--- src/rtl/errcode_pkg.sv ---
package errcode_pkg;
  localparam int ERR_W  = 32;
  localparam int IDX_W  = $clog2(ERR_W);
  localparam int N_FIFO = 3;

  // Bit positions decoded by software
  localparam int BIT_ACK_FSM    = 20;
  localparam int BIT_MAIN_FSM   = 21;
  localparam int BIT_WR_FULL    = 28;
  localparam int BIT_RD_EMPTY   = 29;
  localparam int BIT_FIFO_STATE = 30;

  localparam logic [ERR_W-1:0] IMPL_MASK =
      ERR_W'((64'd1 << N_FIFO) - 64'd1)
    | (ERR_W'(1) << BIT_ACK_FSM)  | (ERR_W'(1) << BIT_MAIN_FSM)
    | (ERR_W'(1) << BIT_WR_FULL)  | (ERR_W'(1) << BIT_RD_EMPTY)
    | (ERR_W'(1) << BIT_FIFO_STATE);
endpackage

--- src/rtl/errcode_event_map.sv ---
module errcode_event_map
  import errcode_pkg::*;
#(
  parameter int NFIFO = N_FIFO
) (
  input  logic [NFIFO-1:0] wr_err_i,
  input  logic [NFIFO-1:0] rd_err_i,
  input  logic [NFIFO-1:0] st_err_i,
  input  logic             ack_err_i,
  input  logic             main_err_i,
  input  logic             inject_i,
  input  logic [IDX_W-1:0] inject_idx_i,
  output logic [ERR_W-1:0] event_o
);
  logic [NFIFO-1:0] src_hit;
  logic [ERR_W-1:0] real_ev;
  logic [ERR_W-1:0] forced_ev;

  // One source bit per FIFO, any error kind
  for (genvar g = 0; g < NFIFO; g++) begin : g_src
    assign src_hit[g] = wr_err_i[g] | rd_err_i[g] | st_err_i[g];
  end

  always_comb begin
    real_ev                 = '0;
    real_ev[NFIFO-1:0]      = src_hit;
    real_ev[BIT_WR_FULL]    = |wr_err_i;
    real_ev[BIT_RD_EMPTY]   = |rd_err_i;
    real_ev[BIT_FIFO_STATE] = |st_err_i;
    real_ev[BIT_ACK_FSM]    = ack_err_i;
    real_ev[BIT_MAIN_FSM]   = main_err_i;
  end

  assign forced_ev = inject_i ? (ERR_W'(1) << inject_idx_i) : '0;
  assign event_o   = (real_ev | forced_ev) & IMPL_MASK;
endmodule

--- src/rtl/errcode_sticky.sv ---
module errcode_sticky
  import errcode_pkg::*;
(
  input  logic             clk_i,
  input  logic             rst_ni,
  input  logic [ERR_W-1:0] event_i,
  input  logic             clr_we_i,
  input  logic [ERR_W-1:0] clr_mask_i,
  output logic [ERR_W-1:0] code_o
);
  logic [ERR_W-1:0] code_q, code_d;
  logic             code_en;

  // Set has priority over clear
  always_comb begin
    code_en = clr_we_i | (|event_i);
    code_d  = (code_q & ~(clr_we_i ? clr_mask_i : '0)) | event_i;
  end

  always_ff @(posedge clk_i or negedge rst_ni) begin
    if (!rst_ni)      code_q <= '0;
    else if (code_en) code_q <= code_d;
  end

  assign code_o = code_q;
endmodule

--- src/rtl/errcode_alert.sv ---
module errcode_alert
  import errcode_pkg::*;
(
  input  logic             clk_i,
  input  logic             rst_ni,
  input  logic [ERR_W-1:0] event_i,
  input  logic [ERR_W-1:0] code_i,
  input  logic             irq_en_i,
  output logic             alert_o,
  output logic             irq_o
);
  logic alert_q, alert_d;

  always_comb alert_d = event_i[BIT_ACK_FSM] | event_i[BIT_MAIN_FSM];

  always_ff @(posedge clk_i or negedge rst_ni) begin
    if (!rst_ni) alert_q <= 1'b0;
    else         alert_q <= alert_d;
  end

  assign alert_o = alert_q;
  assign irq_o   = irq_en_i & (code_i[BIT_ACK_FSM] | code_i[BIT_MAIN_FSM]);
endmodule

--- src/rtl/errcode_top.sv ---
module errcode_top
  import errcode_pkg::*;
(
  input  logic              clk_i,
  input  logic              rst_ni,
  input  logic [N_FIFO-1:0] fifo_wr_err_i,
  input  logic [N_FIFO-1:0] fifo_rd_err_i,
  input  logic [N_FIFO-1:0] fifo_st_err_i,
  input  logic              ack_fsm_err_i,
  input  logic              main_fsm_err_i,
  input  logic              regs_wen_i,
  input  logic              irq_en_i,
  input  logic              clr_we_i,
  input  logic [ERR_W-1:0]  clr_mask_i,
  input  logic              test_we_i,
  input  logic [IDX_W-1:0]  test_idx_i,
  output logic [ERR_W-1:0]  err_code_o,
  output logic              fatal_alert_o,
  output logic              irq_o
);
  logic [ERR_W-1:0] ev;
  logic             inject;

  assign inject = test_we_i & regs_wen_i;

  errcode_event_map #(.NFIFO(N_FIFO)) i_map (
    .wr_err_i     (fifo_wr_err_i),
    .rd_err_i     (fifo_rd_err_i),
    .st_err_i     (fifo_st_err_i),
    .ack_err_i    (ack_fsm_err_i),
    .main_err_i   (main_fsm_err_i),
    .inject_i     (inject),
    .inject_idx_i (test_idx_i),
    .event_o      (ev)
  );

  errcode_sticky i_sticky (
    .clk_i      (clk_i),
    .rst_ni     (rst_ni),
    .event_i    (ev),
    .clr_we_i   (clr_we_i),
    .clr_mask_i (clr_mask_i),
    .code_o     (err_code_o)
  );

  errcode_alert i_alert (
    .clk_i    (clk_i),
    .rst_ni   (rst_ni),
    .event_i  (ev),
    .code_i   (err_code_o),
    .irq_en_i (irq_en_i),
    .alert_o  (fatal_alert_o),
    .irq_o    (irq_o)
  );
endmodule

--- config.mk ---
export PLATFORM = sky130hd
export DESIGN_NAME = errcode_top
export DESIGN_NICKNAME = d
export VERILOG_FILES = /design/src/rtl/errcode_pkg.sv /design/src/rtl/errcode_event_map.sv /design/src/rtl/errcode_sticky.sv /design/src/rtl/errcode_alert.sv /design/src/rtl/errcode_top.sv
export SDC_FILE = /design/constraint.sdc
export NUM_CORES = 1
export LEC_CHECK = 0
export BUFFER_PORTS_ARGS = -buffer_cell sky130_fd_sc_hd__buf_2
export CORE_MARGIN = 5
export CORE_UTILIZATION = 45
export CTS_BUF_LIST = sky130_fd_sc_hd__clkbuf_2 sky130_fd_sc_hd__clkbuf_4 sky130_fd_sc_hd__clkbuf_8
export DETAILED_ROUTE_END_ITERATION = 10
export PLACE_DENSITY_LB_ADDON = 0.15
export SETUP_SLACK_MARGIN = 0.02
export SLEW_MARGIN = 20
export SYNTH_ARGS = -nofsm -noshare
export SYNTH_HDL_FRONTEND = slang
export SYNTH_HIERARCHICAL = 1
export SYNTH_SLANG_ARGS = --single-unit
--- constraint.sdc ---
create_clock -name clk_i -period 0.9 [get_ports clk_i]
set_input_delay 0.27 -clock clk_i [delete_from_list [all_inputs] [get_ports clk_i]]
set_output_delay 0.27 -clock clk_i [all_outputs]
set_load 0.02 [all_outputs]
Yosys cells after proc, flatten, opt, wreduce, memory -nomap -nowiden --
Cells that the tools add are included.
Storage, ports and cells: flip-flop bits (word level) 33, output and inout bits 34, input bits 54
Cells by class: bitwise operators 15, reduce and logical (&&, ||, !) cells 4, mux-type cells 2, shifts and indexed selects 1
Operators by type and width (number):
- 32-bit bitwise AND | 1
- 32-bit two-way mux | 1
- 32-bit NOT | 1
- 32-bit by 31-bit bitwise OR with 32-bit output | 1
- 31-bit two-way mux | 1
- 31-bit bitwise OR | 1
- 1-bit by 5-bit left shift with 31-bit output, first input constant | 1
- 1-bit bitwise OR | 9
- 3-bit OR reduction | 3
- 8-bit OR reduction | 1
- 1-bit bitwise AND | 2

Logic depth before layout (Yosys ltp) --
depth after elaboration 5, mapped depth 4, mapped depth without buffers 4

Cells and area by module --
Netlist, hierarchy kept.
Modules (own cells, without submodules):
- errcode_sticky | cells an instance 99, seq. area each 800.8 µm², area each 1194.9 µm², times used 1
- errcode_event_map | cells an instance 45, seq. area each 0.0 µm², area each 309.0 µm², times used 1
- errcode_alert | cells an instance 3, seq. area each 25.0 µm², area each 38.8 µm², times used 1
- errcode_top | cells an instance 1, seq. area each 0.0 µm², area each 6.3 µm², times used 1

Least setup slack after synthesis --
Ideal clock, no wire load.
kind input -> register, from input port test_we_i, to register i_sticky.code_q[0] (netlist: i_sticky/code_o[0]), stages 4, arrival 1156 ps, setup time 64 ps, slack -320 ps, buffers on the path 0, cells stage by stage and2_1 -> or4b_4 -> o31ai_1 -> a21o_1
On the way: cells in the longest elaborated chain, start to end 5, elaborated cells on any way between the ends 6
RTL lines:
- start, declared | line errcode_top.sv:15 | input logic test_we_i,
- 1-bit bitwise AND (*) | line errcode_top.sv:24 | assign inject = test_we_i & regs_wen_i;
- 31-bit two-way mux (*) | line errcode_event_map.sv:34 | assign forced_ev = inject_i ? (ERR_W'(1) << inject_idx_i) : '0;
- 31-bit bitwise OR (*) | line errcode_event_map.sv:35 | assign event_o = (real_ev | forced_ev) & IMPL_MASK;
- net ev[0] | line errcode_top.sv:21 | logic [ERR_W-1:0] ev;
- 8-bit OR reduction | line errcode_sticky.sv:16 | code_en = clr_we_i | (|event_i);
- 1-bit bitwise OR | line errcode_sticky.sv:16
- end signal, assigned | line errcode_sticky.sv:22 | else if (code_en) code_q <= code_d;
- end, declared | line errcode_sticky.sv:11 | logic [ERR_W-1:0] code_q, code_d;
Mark *: on every way through the listed nets, which the timed path passes. The rest lies on a longest branch. A chain may end at the register's enable or synchronous reset.

Worst setup path after layout --
from register i_sticky.code_q[20] (netlist: i_sticky/code_o[20]), to output port irq_o
On the way: cells in the longest elaborated chain, start to end 2
RTL lines:
- 1-bit bitwise OR | line errcode_alert.sv:22 | assign irq_o = irq_en_i & (code_i[BIT_ACK_FSM] | code_i[BIT_MAIN_FSM]);
- 1-bit bitwise AND | line errcode_alert.sv:22
- end, declared | line errcode_top.sv:19 | output logic irq_o
No other way between the ends.

==> results.toml <==
[status]
status = "complete, but fails checks"
violations = "negative setup slack"

[yosys]
synth.distinct_cells = 18
synth_cells = 148
yosysSeqAreaShare_pct = 53.3
netlist_top_cells_area = "dfrtp_1 (53%), a21o_1 (16%), buf_4 (12%)"
synth_top_area_share_pct = 53.3
synth_top_area_cell = "dfrtp_1"
syn_avg_cell_area_um2 = 10.5
synth_area_mm2 = 0.00155
ys_seq_elements = 33
yosys_warnings = 6

[clocking]
cts_num_sinks = 33
clk_latency_ns = 0.32
cts_tree = "built"
htree_num_levels = 2
clockBufferDepth = 2
clockRootBuffer = "clkbuf_4"
cts.clk_slew.worst_paths_ns = 0.10
cts_inserted_buffers = 5

[finish]
num_antenna_cells = 0
stdcell_area_mm2 = 0.00243
fin_nets = 314
drive_gt1_share_pct = 47.5
area_delta_synth_final_pct = 56.9

[floorplan]
num_rows = 21
dieArea_mm2 = 0.00472
pin_count = 88
coreArea_mm2 = 0.00334
fp.dieW_um = 68.7
initial_core_util_pct = 46.4
die_h_um = 68.7

[global_routing]
gr-total-overflow = 0
antenna_found_initial = 0
grt_pass1_wl_um = 5520
grt_pass1_vias = 1292
track_usage_pct = 16.3
grt_max_degree = 34

[routing]
drtIter0Drc = 48
viasPerCell = 4.35
drc_errors = 0
wl_per_cell_um = 11.8
vias = 1336
drt_wl_total_um = 3620
dr.pass1.iters = 3
drtAntennaViolNets = 0

[pwr]
worst_ir_drop_vdd_mv = 0.806
leakage_nw = 1.19
p_per_area_mw_per_mm2 = 1310

[sta]
worst_slack_ns = -0.451
fmax_ghz = 0.740
setup_viol = 38
grt_setup_unrepaired = "true"
final.setup.tns_ns = -8.40
min_period_over_period_pct = 150
fin_skew_ns = 0
period_minus_slack_ns = 1.35
hold_viol = 0
slew_violations = 0

[critical_path]
required_ns = 0.63
critPathLaunchType = "register"
path_max_fanout = 2
reg2reg_slack_ns = 0
worstSetupEndpointType = "primary output"
critPathKind = "register to primary output"
arrival_ns = 1.08

[placed_design]
place_area_mm2 = 0.00204
place_congestion = 0.786
hpwlAfterDp_um = 2630
numPortBuffers = 87

[worst_hold_path]
hold_path_class = "primary input to register"

[run]
drv_cap = 0
==> state kept, by name, indices dropped and copies added, names as in the netlist <==
signal and flops:
i_sticky/code_o 32, i_alert/alert_o 1
==> synth_stat cells <==
cell / number
or4b_4: 1
nand2_1: 32
nor3_1: 6
nand4b_1: 1
o21ai_0: 4
buf_4: 24
inv_1: 1
buf_6: 3
or2_1: 1
nand2b_1: 2
and2_1: 1
conb_1: 1
o21bai_1: 1
o21a_1: 1
dfrtp_1: 33
o31ai_1: 3
nand4_1: 1
a21o_1: 32
==> area by class of cell <==
cell class | count | area (µm²)
Fill cell | 284 | 906
Timing Repair Buffer | 109 | 872
Sequential cell | 33 | 828
Multi-Input combinational cell | 110 | 614
Tap cell | 46 | 57.6
Clock buffer | 6 | 45.0
Clock inverter | 2 | 10.0
Inverter | 1 | 3.75
==> cell usage in the layout, fill, tap and decap left out, drive strengths merged, types with 2 or more instances in the layout <==
cell type  netlist  routed
buf             27     108
dfrtp           33      33
nand2           32      32
a21o            32      32
conb             1      24
clkbuf           0       6
nor3             6       6
o21ai            4       4
o31ai            3       3
clkinv           0       2
nand2b           2       2
==> stage by stage <==
step / worst slack, ns / utilization [%] / cells / power, W / hold WS, ns
final: -0.451 / 72.9 / 307 / 0.00318 / 0.218
after global routing: -0.508 / 72.9 / 307 / 0.00337 / 0.190
after CTS: -0.466 / 71.5 / 301 / 0.00320 / 0.204
after detailed placement: -0.433 / 61.1 / 287 / 0.00224 / 0.239
after global placement: -0.413 / 61.1 / 287 / 0.00223 / 0.241
after floorplan: -0.307 / - / 171 / 0.00199 / -0.0256
==> path summary, 6_finish.rpt <==
path / startpoint / end / depth (start not counted)
max: i_sticky/code_o[20]$_DFFE_PN0P_ / irq_o / 2
min: clr_mask_i[18] / i_sticky/code_o[18]$_DFFE_PN0P_ / 3
max reg2reg: i_sticky/code_o[12]$_DFFE_PN0P_ / i_sticky/code_o[12]$_DFFE_PN0P_ / 3
min reg2reg: i_sticky/code_o[2]$_DFFE_PN0P_ / i_sticky/code_o[2]$_DFFE_PN0P_ / 1
max in group asynchronous: rst_ni / i_sticky/code_o[20]$_DFFE_PN0P_ / 3
min in group asynchronous: rst_ni / i_sticky/code_o[15]$_DFFE_PN0P_ / 3
==> kinds of logic after synthesis <==
group           share of synthesized area (%)
compound gates                           19.2
buf+inv                                  14.1
flops                                    53.3
other cells                             0.242
simple gates                             13.2
==> layer usage <==
metal  share of wire [%]  track usage [%]
met5                   0                0
met4                 1.6             5.46
met3                 9.8             7.13
met2                  52             28.1
met1                  37             17.6
==> repair_timing <==
item | 4_1_cts | 5_1_grt
pin swaps | 0 | 1
endpoints found under the setup margin | 37 | 37
setup buffers | 5 | 6
hold buffers | 1 | 0
endpoints found under the hold margin | 33 | 0
resized for setup | 75 | 0
cloned | 0 | 0
==> power by group <==
part	internal, W	switching [W]
sequential	0.00157	0.0000617
clock	0.000327	0.000463
combinational	0.000423	0.000335
==> critical path: stages, from the launching register on <==
cell     delay, ns
dfrtp_2       0.42
o21a_4        0.21
buf_6         0.12
(Power assumes the default switching activity.)
